===== config.mk =====
export PLATFORM = sky130hd
export DESIGN_NAME = setbit_serializer
export DESIGN_NICKNAME = d
export VERILOG_FILES = /design/src/rtl/sbs_pkg.sv /design/src/rtl/sbs_isolate.sv /design/src/rtl/sbs_fsm.sv /design/src/rtl/sbs_tally.sv /design/src/rtl/setbit_serializer.sv
export SDC_FILE = /design/constraint.sdc
export NUM_CORES = 1
export LEC_CHECK = 0
export BUFFER_PORTS_ARGS = -buffer_cell sky130_fd_sc_hd__buf_2
export CELL_PAD_IN_SITES_DETAIL_PLACEMENT = 1
export CELL_PAD_IN_SITES_GLOBAL_PLACEMENT = 2
export CORE_ASPECT_RATIO = 0.8
export CORE_MARGIN = 2
export CORE_UTILIZATION = 29
export DETAILED_ROUTE_END_ITERATION = 10
export PLACE_DENSITY_LB_ADDON = 0.1
export SLEW_MARGIN = 15
export SYNTH_ARGS = -nofsm -noshare
export SYNTH_HDL_FRONTEND = slang
export SYNTH_SLANG_ARGS = --single-unit

===== constraint.sdc =====
create_clock -name clk -period 2.5 [get_ports clk]
set_input_delay 0.375 -clock clk [delete_from_list [all_inputs] [get_ports clk]]
set_output_delay 0.375 -clock clk [all_outputs]
set_load 0.05 [all_outputs]

===== src/rtl/sbs_pkg.sv =====
package sbs_pkg;

    localparam int unsigned SBS_DATA_W = 32;
    localparam int unsigned SBS_CNT_W  = $clog2(SBS_DATA_W + 1);

    typedef enum logic [1:0] {
        ST_IDLE = 2'd0,
        ST_EMIT = 2'd1,
        ST_FIN  = 2'd2
    } sbs_state_e;

    typedef enum logic {
        ISO_NEGATE = 1'b0,
        ISO_XOR    = 1'b1
    } sbs_iso_form_e;

endpackage


===== src/rtl/sbs_isolate.sv =====
module sbs_isolate
    import sbs_pkg::*;
#(
    parameter int unsigned   W    = SBS_DATA_W,
    parameter sbs_iso_form_e FORM = ISO_NEGATE
) (
    input  logic [W-1:0] work_i,
    output logic [W-1:0] low_o,
    output logic [W-1:0] rest_o,
    output logic         rest_zero_o
);

    logic [W-1:0] minus_one;

    assign minus_one = work_i - W'(1);
    assign rest_o    = work_i & minus_one;
    assign rest_zero_o = (rest_o == '0);

    generate
        if (FORM == ISO_XOR) begin : g_xor
            assign low_o = work_i ^ rest_o;
        end else begin : g_neg
            assign low_o = work_i & (~work_i + W'(1));
        end
    endgenerate

endmodule


===== src/rtl/sbs_fsm.sv =====
module sbs_fsm
    import sbs_pkg::*;
(
    input  logic       clk,
    input  logic       rst,
    input  logic       start_i,
    input  logic       in_zero_i,
    input  logic       ready_i,
    input  logic       rest_zero_i,
    output sbs_state_e state_o,
    output logic       load_o,
    output logic       take_o
);

    sbs_state_e state_q, state_d;

    assign load_o = (state_q == ST_IDLE) && start_i;
    assign take_o = (state_q == ST_EMIT) && ready_i;

    always_comb begin
        state_d = state_q;
        case (state_q)
            ST_IDLE: if (start_i) state_d = in_zero_i ? ST_FIN : ST_EMIT;
            ST_EMIT: if (ready_i && rest_zero_i) state_d = ST_FIN;
            ST_FIN:  state_d = ST_IDLE;
            default: state_d = ST_IDLE;
        endcase
    end

    always_ff @(posedge clk) begin
        if (rst) state_q <= ST_IDLE;
        else     state_q <= state_d;
    end

    assign state_o = state_q;

endmodule


===== src/rtl/sbs_tally.sv =====
module sbs_tally #(
    parameter int unsigned CNT_W = 6
) (
    input  logic             clk,
    input  logic             rst,
    input  logic             clear_i,
    input  logic             step_i,
    output logic [CNT_W-1:0] count_o
);

    logic [CNT_W-1:0] count_q;

    always_ff @(posedge clk) begin
        if (rst || clear_i) count_q <= '0;
        else if (step_i)    count_q <= count_q + CNT_W'(1);
    end

    assign count_o = count_q;

endmodule


===== src/rtl/setbit_serializer.sv =====
module setbit_serializer
    import sbs_pkg::*;
#(
    parameter int unsigned   W     = SBS_DATA_W,
    parameter int unsigned   CNT_W = $clog2(W + 1),
    parameter sbs_iso_form_e FORM  = ISO_NEGATE
) (
    input  logic             clk,
    input  logic             rst,
    input  logic             start_i,
    input  logic [W-1:0]     word_i,
    output logic             idle_o,
    output logic             valid_o,
    input  logic             ready_i,
    output logic [W-1:0]     bit_o,
    output logic             done_o,
    output logic [CNT_W-1:0] count_o
);

    sbs_state_e   state;
    logic         load, take;
    logic [W-1:0] work_q, low_bit, rest;
    logic         rest_zero;

    sbs_isolate #(.W(W), .FORM(FORM)) u_iso (
        .work_i      (work_q),
        .low_o       (low_bit),
        .rest_o      (rest),
        .rest_zero_o (rest_zero)
    );

    sbs_fsm u_fsm (
        .clk         (clk),
        .rst         (rst),
        .start_i     (start_i),
        .in_zero_i   (word_i == '0),
        .ready_i     (ready_i),
        .rest_zero_i (rest_zero),
        .state_o     (state),
        .load_o      (load),
        .take_o      (take)
    );

    sbs_tally #(.CNT_W(CNT_W)) u_tally (
        .clk     (clk),
        .rst     (rst),
        .clear_i (load),
        .step_i  (take),
        .count_o (count_o)
    );

    always_ff @(posedge clk) begin
        if (rst)       work_q <= '0;
        else if (load) work_q <= word_i;
        else if (take) work_q <= rest;
    end

    assign idle_o  = (state == ST_IDLE);
    assign valid_o = (state == ST_EMIT);
    assign done_o  = (state == ST_FIN);
    assign bit_o   = valid_o ? low_bit : '0;

endmodule


Yosys cells after proc, flatten, opt, wreduce, memory -nomap -nowiden
Index checks and enable logic that the tools add are counted.
Word-level totals
  output and inout bits: 41
  bits of input ports: 36
  word-level logic and storage cells: 29
  register bits after elaboration: 40
Cells by class
  equality and inequality tests: 4
  bitwise operators: 3
  reduce and logical (&&, ||, !) cells: 9
  add/subtract/negate cells: 3
  muxes and demuxes: 7
Operator list (number)
  $mux 32: 3
  $and 32x32->32: 2
  $logic_not 32->1: 2
  $add 32x1->32 const B: 1
  $not 32->32: 1
  $sub 32x1->32 const B: 1
  $add 6x1->6 const B: 1
  $mux 2: 3
  $pmux 2 s2: 1
  $logic_and 1x1->1: 3
  $eq 2x1->1 const B: 1
  $eq 2x2->1 const B: 1
  $logic_not 2->1: 1
  $ne 2x1->1 const B: 1
  $ne 2x2->1 const B: 1
  $reduce_and 2->1: 1
  $reduce_bool 2->1: 1
  $logic_or 1x1->1: 1

Depth between registers and ports, before layout
Gate-level depths: netlist (run 1).
  depth in word-level cells: 6
  depth in mapped cells: 9
  gate-level depth less buffers: 7

By module
A second synthesis (run 1) with hierarchy kept.
Unflattened totals
  cell total of the unflattened synthesis: 370
  area total of the unflattened synthesis: 3190.6 um2
By module, submodules not included
  setbit_serializer: sequential area each 640.6 um2, cells an instance 188, instances 1, area each 1960.6 um2
  sbs_isolate: sequential area each 0.0 um2, cells an instance 146, instances 1, area each 880.8 um2
  sbs_tally: sequential area each 120.1 um2, cells an instance 26, instances 1, area each 249.0 um2
  sbs_fsm: sequential area each 40.0 um2, cells an instance 10, instances 1, area each 100.1 um2

Worst setup path before layout (run 1)
Ideal clock, no wire load.
  path type: reg-to-output
  start: reg work_q[0]
  end: out bit_o[24]
  arrival: 3.382 ns
  path slack: -1.257 ns
  cell stages (with the launch flop): 8
  buffers on the path: 2
  data required time: 2.125 ns
  cells stage by stage: dfxtp_1 -> buf_6 -> nor4_1 -> nand4b_2 -> buf_2 -> or2_2 -> nor2_1 -> nor4b_1
On the way
  word-level cells in the longest chain between the ends: 4
RTL lines
  start: declaration: RTL line setbit_serializer.sv:22  | logic [W-1:0] work_q, low_bit, rest;
  start signal: assignment: RTL line setbit_serializer.sv:54  | else if (load) work_q <= word_i;
  start signal: assignment: RTL line setbit_serializer.sv:55  | else if (take) work_q <= rest;
  $not 32->32: RTL line sbs_isolate.sv:23  | assign low_o = work_i & (~work_i + W'(1));
  $add 32x1->32: RTL line sbs_isolate.sv:23
  $and 32x32->32: RTL line sbs_isolate.sv:23
  $mux 32: RTL line setbit_serializer.sv:61  | assign bit_o = valid_o ? low_bit : '0;
  end: declaration: RTL line setbit_serializer.sv:15  | output logic [W-1:0] bit_o,
Every way passes these cells.

Worst setup path after layout (run 1)
  start: reg work_q[3]
  end: out bit_o[30]
The elaborated chain is that of the path after synthesis.

==> metrics.csv, run 1 <==
stage;metric;value;unit
cts;htreeDepth;2;
route;avgViaCountPerCell;5.616;
synth;ys_ff_latch;40;
cts;clock_tree.root_cell;clkbuf_16;
grt;grt_pass1_vias;3276;
timing;slew_headroom;62.39;%
pwr;leakage;0.001701;uW
floorplanning;ios;77;
cells_and_area;n_fill_cell;1113;
timing;fin_ws;0.02790;ns
pwr;powerDensity;571.3;nW/um2
job;cap_violations;0;
cts;numCtsBuffers;5;
timing;tns;0;ns
placement;hpwl;8.477;mm
cells_and_area;layout-drive-gt1-share;37.76;%
hold_path;hold_class;in2reg;
floorplanning;die_h;90.31;um
critical_path;arrival;2.10;ns
floorplanning;die_w;111.9;um
route;vias;3308;
timing;finalSetupViolCount;0;
placement;post-place-ws;-0.07225;ns
cells_and_area;diodes;0;
route;postRouteAntennaNets;0;
route;dr.pass1.iters;4;
route;wl_per_cell;19.41;um
grt;grt.busiest_layer;met1;
cts;clk_latency;0.29;ns
route;drt_wl_total;11.43;mm
cells_and_area;synthToLayoutAreaGrowth;46.11;%
run_status;status;completed;
grt;use_met3;4.832;%
grt;grt_max_degree;34;
synth;yosysUniqueCellTypes;51;
floorplanning;dieArea;10100;um2
synth;postSynthCellCount;363;
placement;post-place-cells;570;
cts;cts_tree;yes;
timing;fin_crit_sh;98.88;%
synth;synth_edf_count;0;
synth;synth_ff_type;dfxtp_1;
synth;avgSynthCellArea;7.438;um2
timing;maxSlewViolCount;0;
synth;synth-seq-area-share;29.66;%
critical_path;cp_max_fo;7;
cts;cts.sinks;40;
cts;clkSlewWorstSetupHoldPaths;0.06;ns
critical_path;r2r_slack;0.19;ns
critical_path;end_kind;output port;
pwr;worst_ir_drop_vdd;0.4082;mV
grt;grt_usage;22.61;%
route;drt_iter0_drc;152;
timing;tightest_slew;0.5607;ns
timing;max_freq;404.5;MHz
critical_path;critPathLaunchType;flop;
synth;ys_warn_count;0;
grt;use_met1;33.40;%
grt;grt_pass1_wl;18.23;mm
timing;fin_skew;0.006999;ns
timing;hold_viol_final;0;
synth;syn_nets;400;
grt;grt_overflow;0;
floorplanning;start_util;29.88;%
grt;grt_util_met2;32.93;%
cts;cts_buffer_depth;2;
route;drc_errors;0;
floorplanning;core;9037;um2
critical_path;path_class;reg2out;
critical_path;critical_path_required;2.12;ns
cells_and_area;final_cells;589;
synth;synth-async-reset-ratio;0;%
grt;antenna_found_initial;0;
synth;syn_area;2700;um2
floorplanning;rows;31;
cts;cts_hold_buffers;0;
placement;gp_congestion;0.8541;
cells_and_area;layout.nets;510;
placement;port_buffers;76;
timing;rsz0062_at_grt;yes;
timing;layout_min_cycle_time;2.472;ns
-- layout by cell type (no fill, tap or decap), types with 3 or more instances in the layout --
cell / synthesis / layout
a21oi_1: 23 / 23
a22oi_1: 21 / 21
and2_1: 4 / 4
and3_1: 19 / 13
and3_4: 0 / 6
and4_1: 3 / 3
buf_2: 1 / 60
buf_4: 0 / 49
buf_6: 2 / 10
buf_8: 0 / 5
clkbuf_16: 0 / 5
clkbuf_4: 0 / 5
dfxtp_1: 40 / 38
inv_1: 10 / 10
nand2_1: 28 / 28
nand3_1: 6 / 6
nand4_1: 7 / 7
nor2_1: 53 / 49
nor3_1: 16 / 10
nor3_2: 1 / 3
nor3_4: 0 / 4
nor4_1: 19 / 12
nor4_2: 2 / 5
nor4_4: 0 / 4
o211ai_1: 3 / 3
o21ai_0: 34 / 34
o31ai_1: 6 / 6
o41ai_1: 3 / 3
or2_2: 4 / 3
or3_1: 3 / 3
xor2_1: 3 / 3
-- state kept, by name, summed over array words and instances, names as in the netlist --
| name | count |
|---|---|
| u_fsm.state_o | 2 |
| u_tally.count_o | 6 |
| work_q | 32 |
-- metrics by stage --
stage	hold WS, ns	total power (uW)	util [%]	instance area [um2]
floorplan	0.4550	1159	-	2779
global placement	0.4837	1404	37.92	3427
detailed placement	0.4951	1411	37.92	3427
CTS	0.3340	2188	40.73	3681
global route	0.3459	2372	43.65	3945
finish	0.3357	2254	43.65	3945
-- routing by layer --
layer | wire (um) | vias to the layer above
met4 | 205 | 0
met1 | 5612 | 1620
met5 | 0 | -
met3 | 685 | 21
met2 | 4929 | 103
li1 | - | 1564
-- path summary, 6_finish.rpt --
kind,to,cells after the start,from
setup reg to reg,u_fsm.state_o[0],9,work_q[3]
setup / recovery,bit_o[30],7,work_q[3]
hold / removal,work_q[10],3,word_i[10]
hold reg to reg,u_tally.count_o[1],2,u_tally.count_o[1]
-- where the power goes --
part	switching, uW	internal [uW]	leakage, uW	total, uW
combinational	473	310	0.00129	783
sequential	47.3	674	0.000329	722
clock	279	470	0.0000808	749
total	799	1450	0.00170	2250
-- worst max-delay path, stage by stage, from the launching register on --
cell,delay (ns)
dfxtp_4,0.36
nor4_4,0.34
nand4b_4,0.16
buf_12,0.17
nor4_1,0.26
buf_4,0.17
and3_1,0.15
buf_4,0.19
-- cell type report --
| cell class | count | area [um2] | area share, % |
|---|---|---|---|
| clock inverters | 2 | 35.03 | 0.8880 |
| flip-flops and latches | 40 | 805.8 | 20.43 |
| inverters | 10 | 37.54 | 0.9515 |
| well taps | 115 | 143.9 | 3.647 |
| repair buffers | 130 | 913.4 | 23.15 |
| clock buffers | 6 | 128.9 | 3.267 |
| multi-input cells | 286 | 1881 | 47.67 |
-- Yosys cell counts, types with 6 or more instances --
cell      instances  area (um2)
inv_1            10       37.54
nand4_1           7       43.79
dfxtp_1          40       800.8
nor2_1           53       198.9
nand3_1           6       30.03
nor3_1           16       80.08
and3_1           19       118.9
nand2_1          28       105.1
o31ai_1           6       45.04
nor4_1           19       118.9
o21ai_0          34       170.2
a21oi_1          23       115.1
a22oi_1          21       157.7
clkbuf_1         18       67.56
-- kinds of logic after synthesis --
logic type               after synthesis  share of synthesized area [%]
AND/OR/NAND/NOR                      177                          34.89
buffers and inverters                 37                          8.758
XOR/XNOR                               5                          1.622
flip-flops                            40                          29.66
adder cells (fa/ha/maj)                2                         0.8803
AO/OA/AOI/OAI                        102                          24.19
-- timing repair --
item,in CTS,in global routing
setup endpoints to repair,12,20
hold endpoints to repair,0,0
resized for setup,24,46
buffers inserted,0,12
pin swaps,0,13
No activity file was read; power rests on OpenSTA's default activity.
==> run 2, diff against run 1 <==
ABC_AREA = 1   (was default)
CORE_UTILIZATION = 27   (was 29)
==> run 2 against run 1 <==
  * Die area grew 13%
  * Critical endpoint is now bit_o[31]
  * Setup slack gained 0.13 ns
  * Final cell count is 19% higher
  * Global-route usage decreased by 1.3 points
  * Highest routed layer unchanged
  * Worst hold slack improved by 0.0040 ns
  * Sequential share of layout area rose by 1.9 points
  * Cell area is 9.2% lower
  * Maximum frequency grew 5.7%
  * Utilization is 8.7 points lower
  * Critical path depth decreased by 1
  * Wire length grew 2.8%
  * Sequential power increased by 4.0%
==> metrics.csv, run 2 <==
stage;metric;value;unit;change
run_status;status;completed;;
timing;max_freq;427.6;MHz;+5.7%
critical_path;cp_top_family;simple AND/OR/NAND/NOR gates;;
cells_and_area;layout.nets;597;;+17%
hold_path;whs_path_depth;3;;unchanged
floorplanning;die_h;95.86;um;+6.1%
critical_path;crit_start;work_q[9];;
cells_and_area;multi_input_area;1824;um2;-3.0%
synth;synth_edf_count;0;;unchanged
critical_path;critical_path_required;2.12;ns;about the same
cts;cts.sinks;40;;unchanged
route;drc_errors;0;;unchanged
synth;synth-async-reset-ratio;0;%;unchanged
timing;hold_viol_final;0;;unchanged
cts;post_cts_buffers;0;;unchanged
job;cap_violations;0;;unchanged
grt;grt_pass1_wl;18.69;mm;+2.5%
hold_path;hold_class;in2reg;;
cells_and_area;mostFrequentLayoutCells;nand2_1 (162), nor2_1 (100), buf_2 (75);;
cts;ctsResizeCount;0;;-100%
synth;ys_top_cells_by_area;dfxtp_1 (28%), nand2_1 (21%), nor2_1 (13%);;
critical_path;arrival;1.96;ns;-0.14 ns
synth;synth_ff_type;dfxtp_1;;
critical_path;critical-path-max-stage-delay;0.39;ns;+0.03 ns
route;dr.pass1.iters;5;;+1
grt;grt_pass1_vias;3483;;+6.3%
critical_path;path_buf_inv;1;;-2
placement;hpwl;9.303;mm;+9.7%
synth;synth_common_cells;nand2_1 (162), nor2_1 (100), dfxtp_1 (40), inv_1 (40), a31oi_1 (26);;
floorplanning;dieArea;11390;um2;+13%
route;drt_wl_total;11.75;mm;+2.8%
timing;fin_ws;0.1615;ns;+0.1336 ns
route;wl_met2;5.229;mm;+6.1%
critical_path;cp_slowest_cell;dfxtp_1;;
cts;cts_tree;yes;;
timing;layout_min_cycle_time;2.338;ns;-0.1336 ns
timing;fin_skew;0.008225;ns;+0.001226 ns
pwr;worst_ir_drop_vdd;0.2296;mV;-44%
synth;ys_warn_count;0;;unchanged
synth;synth-seq-area-share;28.12;%;-1.5 points
floorplanning;die_w;118.8;um;+6.2%
route;wl_per_cell;16.76;um;-14%
synth;syn_nets;522;;+31%
timing;maxSlewViolCount;0;;unchanged
synth;ys_ff_latch;40;;unchanged
cells_and_area;regMostFlops;work_q;;
hold_path;hold_start;word_i[0];;
grt;grt_usage;21.35;%;-1.3 points
floorplanning;start_util;27.81;%;-2.1 points
critical_path;r2r_start;u_fsm.state_o[0];;
placement;port_buffers;76;;unchanged
timing;slew_headroom;55.14;%;-7.3 points
critical_path;worstPathCellList;nor2_1 -> nand2_1 -> nor2_2 -> nand2_4 -> nor4_1 -> buf_2;;
critical_path;r2r_slack;0.47;ns;+0.28 ns
critical_path;reg2reg_to;work_q[13];;
pwr;powerDensity;657.1;nW/um2;+15%
critical_path;path_class;reg2out;;
grt;grt_max_degree;23;;-32%
critical_path;end_kind;output port;;
placement;gp_congestion;0.8713;;+2.0%
cells_and_area;synthToLayoutAreaGrowth;25.79;%;
critical_path;critPathLaunchType;flop;;
route;postRouteAntennaNets;0;;unchanged
cells_and_area;n_fill_cell;1419;;+27%
floorplanning;rows;33;;+6.5%
cts;cts_buffer_depth;2;;unchanged
cts;clk_latency;0.30;ns;about the same
pwr;leakage;0.001651;uW;-3.0%
synth;yosysTopAreaCell;dfxtp_1;;
cts;cts_hold_buffers;0;;unchanged
synth;postSynthCellCount;485;;+34%
synth;avgSynthCellArea;5.872;um2;-21%
placement;post-place-ws;0.4376;ns;+0.5099 ns
critical_path;cp_max_fo;7;;unchanged
hold_path;min_to;work_q[0];;
grt;antenna_found_initial;0;;unchanged
route;highest_layer;met4;;
timing;finalSetupViolCount;0;;unchanged
critical_path;rr_worst_depth;9;;unchanged
timing;rsz0062_at_grt;no;;
cts;clock_tree.root_cell;clkbuf_16;;
synth;yosysUniqueCellTypes;33;;-35%
cts;numCtsBuffers;5;;unchanged
synth;synth_top_area_share;28.12;%;-1.5 points
cts;htreeDepth;2;;unchanged
route;drt_iter0_drc;142;;-6.6%
cells_and_area;largest_register_ffs;32;;unchanged
route;vias;3425;;+3.5%
cts;clkSlewWorstSetupHoldPaths;0.07;ns;about the same
cells_and_area;final_common_cell;nand2_1;;
cells_and_area;layout-drive-gt1-share;21.57;%;-16 points
grt;grt_overflow;0;;unchanged
floorplanning;core;10240;um2;+13%
cells_and_area;seq_area;800.8;um2;-0.62%
synth;synth.most_common_cell;nand2_1;;
route;avgViaCountPerCell;4.886;;-13%
route;wl_met1;6.043;mm;+7.7%
timing;fin_crit_sh;93.54;%;-5.3 points
synth;syn_area;2848;um2;+5.5%
floorplanning;ios;77;;unchanged
timing;tightest_slew;0.6722;ns;+0.1115 ns
route;dr_wl_met3;390;um;-43%
cells_and_area;diodes;0;;unchanged
timing;tns;0;ns;unchanged
run 2: power by group:
group          switching (uW)  internal (uW)
combinational             590            239
sequential               67.5            684
clock                     303            470
total                     961           1390
run 2: area by class of cell:
class / instances / area share [%]
Multi-Input combinational cell: 384 / 50.93
Sequential cell: 40 / 22.35
Timing Repair Buffer: 84 / 12.36
Tap cell: 140 / 4.890
Inverter: 45 / 4.785
Clock buffer: 5 / 3.493
Clock inverter: 3 / 1.188
run 2: metrics by stage:
step           utilization (%)  area (um2)  cells  hold WS [ns]  total power [uW]
6_report                 34.98        3582    701        0.3396              2354
2_1_floorplan                -        2848    485        0.4642              1324
4_1_cts                  34.85        3568    701        0.3380              2376
3_3_place_gp             33.21        3401    693        0.4555              1589
3_5_place_dp             33.21        3401    693        0.4574              1597
5_1_grt                  34.98        3582    701        0.3464              2497
run 2: cell families after synthesis:
logic type,synth area share [%]
compound gates,9.666
fa+ha+maj,0.4393
buf+inv,8.216
flops,28.12
simple gates,53.56
run 2: worst max-delay path by stage:
stage,endpoint,slack [ns],cells past startpoint
final,bit_o[31],0.16,6
after global routing,bit_o[31],0.03,6
after CTS,bit_o[30],0.11,6
after detailed placement,bit_o[30],0.44,6
after global placement,bit_o[28],0.41,6
after floorplan,bit_o[17],-0.26,5
run 2: per-layer routing:
layer,global-route usage [%],up-vias
met5,0,-
met4,4.663,0
met3,3.081,8
met2,34.67,62
met1,30.11,1641
li1,-,1714
run 2: worst min-delay path, stage by stage:
cell	delay [ns]
buf_2	0.10
nand2_1	0.06
a21oi_1	0.05
==> run 3, diff against run 2 <==
CORE_UTILIZATION = 29   (was 27)
clock period = 3 ns   (was 2.5 ns; I/O delays follow)
==> run 3 against run 2 <==
  * Combinational power down 18%
  * Critical path depth did not move
  * Worst hold slack better by 0.082 ns
  * Sequential power down 17%
  * Wire length is 3.7% lower
  * Clock skew is 0.00067 ns lower
  * Non-clock buffer count decreased by 2
  * Setup slack improved by 0.37 ns
  * Register-to-register slack gained 0.48 ns
  * Largest cell class unchanged
  * Largest power group unchanged
  * Highest routed layer unchanged
==> metrics.csv, run 3 (synthesized netlist as in run 2, its figures left out) <==
stage;metric;value;unit;change
grt;grt_overflow;0;;unchanged
critical_path;critPathLaunchType;flop;;
timing;hold_viol_final;0;;unchanged
cts;ctsResizeCount;0;;unchanged
pwr;leakage;0.001640;uW;-0.62%
cts;clock_tree.root_cell;clkbuf_16;;
cts;cts.sinks;40;;unchanged
route;drt_wl_total;11.31;mm;-3.7%
floorplanning;core;9609;um2;-6.2%
placement;hpwl;8.745;mm;-6.0%
timing;whs;0.4213;ns;+0.08169 ns
pwr;worst_ir_drop_vdd;0.2071;mV;-9.8%
floorplanning;rows;32;;-3.0%
cells_and_area;layout.nets;595;;-0.34%
critical_path;path_class;reg2out;;
critical_path;cp_slowest_cell;dfxtp_1;;
critical_path;cpMostUsedCell;inv_1;;
timing;fin_skew;0.007552;ns;-0.0006733 ns
critical_path;cp_top_family;buffers and inverters;;
grt;grt_pass1_wl;18.42;mm;-1.4%
grt;antenna_found_initial;0;;unchanged
route;drt_iter0_drc;172;;+21%
critical_path;end_kind;output port;;
cts;cts_tree;yes;;
cells_and_area;synthToLayoutAreaGrowth;23.73;%;
timing;tns;0;ns;unchanged
cells_and_area;layout-drive-gt1-share;20.93;%;-0.64 points
cts;clkSlewWorstSetupHoldPaths;0.07;ns;about the same
critical_path;worstPathCellList;inv_1 -> nor2_2 -> buf_4 -> inv_1 -> nor3_1 -> buf_2;;
placement;gp_congestion;0.8156;;-6.4%
route;wl_met2;4.991;mm;-4.6%
cells_and_area;final_common_cell;nand2_1;;
cells_and_area;diodes;0;;unchanged
placement;port_buffers;76;;unchanged
timing;finalSetupViolCount;0;;unchanged
cells_and_area;largest_register_ffs;32;;unchanged
pwr;powerDensity;551.5;nW/um2;-16%
critical_path;arrival;2.02;ns;+0.06 ns
critical_path;critical_path_required;2.55;ns;+0.43 ns
timing;layout_min_cycle_time;2.465;ns;
cts;cts_buffer_depth;2;;unchanged
cells_and_area;n_fill_cell;1318;;-7.1%
cells_and_area;regMostFlops;work_q;;
route;vias;3401;;-0.70%
critical_path;critical-path-max-stage-delay;0.37;ns;-0.02 ns
cts;clk_latency;0.29;ns;about the same
timing;rsz0062_at_grt;no;;
route;postRouteAntennaNets;0;;unchanged
cts;numCtsBuffers;5;;unchanged
route;highest_layer;met4;;
route;dr.pass1.iters;4;;-1
placement;place_area;3359;um2;-1.2%
floorplanning;ios;77;;unchanged
critical_path;cp_max_fo;12;;+5
floorplanning;die_h;92.64;um;-3.4%
cts;post_cts_buffers;0;;unchanged
route;avgViaCountPerCell;5.016;;+2.7%
floorplanning;start_util;29.64;%;+1.8 points
route;wl_per_cell;16.68;um;-0.46%
route;dr_wl_met3;483;um;+24%
run_status;status;completed;;
cts;cts_hold_buffers;0;;unchanged
grt;grt_pass1_vias;3472;;-0.32%
timing;tightest_slew;0.7743;ns;+0.1021 ns
cells_and_area;mostFrequentLayoutCells;nand2_1 (162), nor2_1 (100), buf_2 (76);;
cells_and_area;seq_area;800.8;um2;unchanged
floorplanning;die_w;114.8;um;-3.4%
cells_and_area;final_cell_area;3523;um2;-1.6%
timing;slew_headroom;48.33;%;-6.8 points
job;cap_violations;0;;unchanged
grt;grt_usage;22.44;%;+1.1 points
timing;max_freq;405.7;MHz;
timing;maxSlewViolCount;0;;unchanged
cells_and_area;multi_input_area;1813;um2;-0.62%
critical_path;path_buf_inv;4;;+3
timing;fin_crit_sh;82.17;%;
route;wl_met1;5.771;mm;-4.5%
cts;htreeDepth;2;;unchanged
grt;grt_max_degree;35;;+52%
hold_path;hold_class;in2reg;;
route;drc_errors;0;;unchanged
floorplanning;dieArea;10630;um2;-6.6%
[run 3: changes by cell type in the layout (fill, tap and decap cells not counted), sizes merged]
| cell | delta |
|---|---|
| buf | -1 |
| clkinvlp | -1 |
[run 3: worst paths after layout]
path / from / to / slack [ns] / depth (start not counted)
max reg2reg: u_fsm.state_o[0] / work_q[29] / 0.95 / 9
min reg2reg: u_tally.count_o[5] / u_tally.count_o[5] / 0.46 / 1
min: word_i[0] / work_q[0] / 0.42 / 3
max: u_fsm.state_o[0] / bit_o[22] / 0.53 / 6
[run 3: stage by stage]
stage                     cells  utilization [%]  worst slack (ns)  power, uW
after global routing        678            36.67            0.3496       2064
after CTS                   678            36.67            0.5196       1959
final                       678            36.67            0.5349       1943
after floorplan             485                -            0.1605       1103
after detailed placement    670            34.96            0.8493       1320
after global placement      670            34.96            0.8558       1316
[run 3: where the power goes]
part           internal, uW  switching (uW)  total (uW)
clock network           392             244         637
registers               570            55.3         625
logic                   197             485         681
[run 3: layout make-up]
type / count / area share [%]
inverter: 45 / 4.865
sequential: 40 / 22.73
tap: 119 / 4.226
clock inverter: 2 / 0.9943
multi-input combinational: 384 / 51.46
timing repair buffer: 82 / 12.07
clock buffer: 6 / 3.658
[run 3: routing by layer]
metal,vias up,track usage [%]
met4,0,3.916
met5,-,0
met3,5,3.141
met1,1622,32.85
met2,58,35.36
li1,1716,-
[run 3: worst min-delay path, stage by stage]
cell	delay (ns)
buf_2	0.10
nand2_1	0.05
a21oi_1	0.06
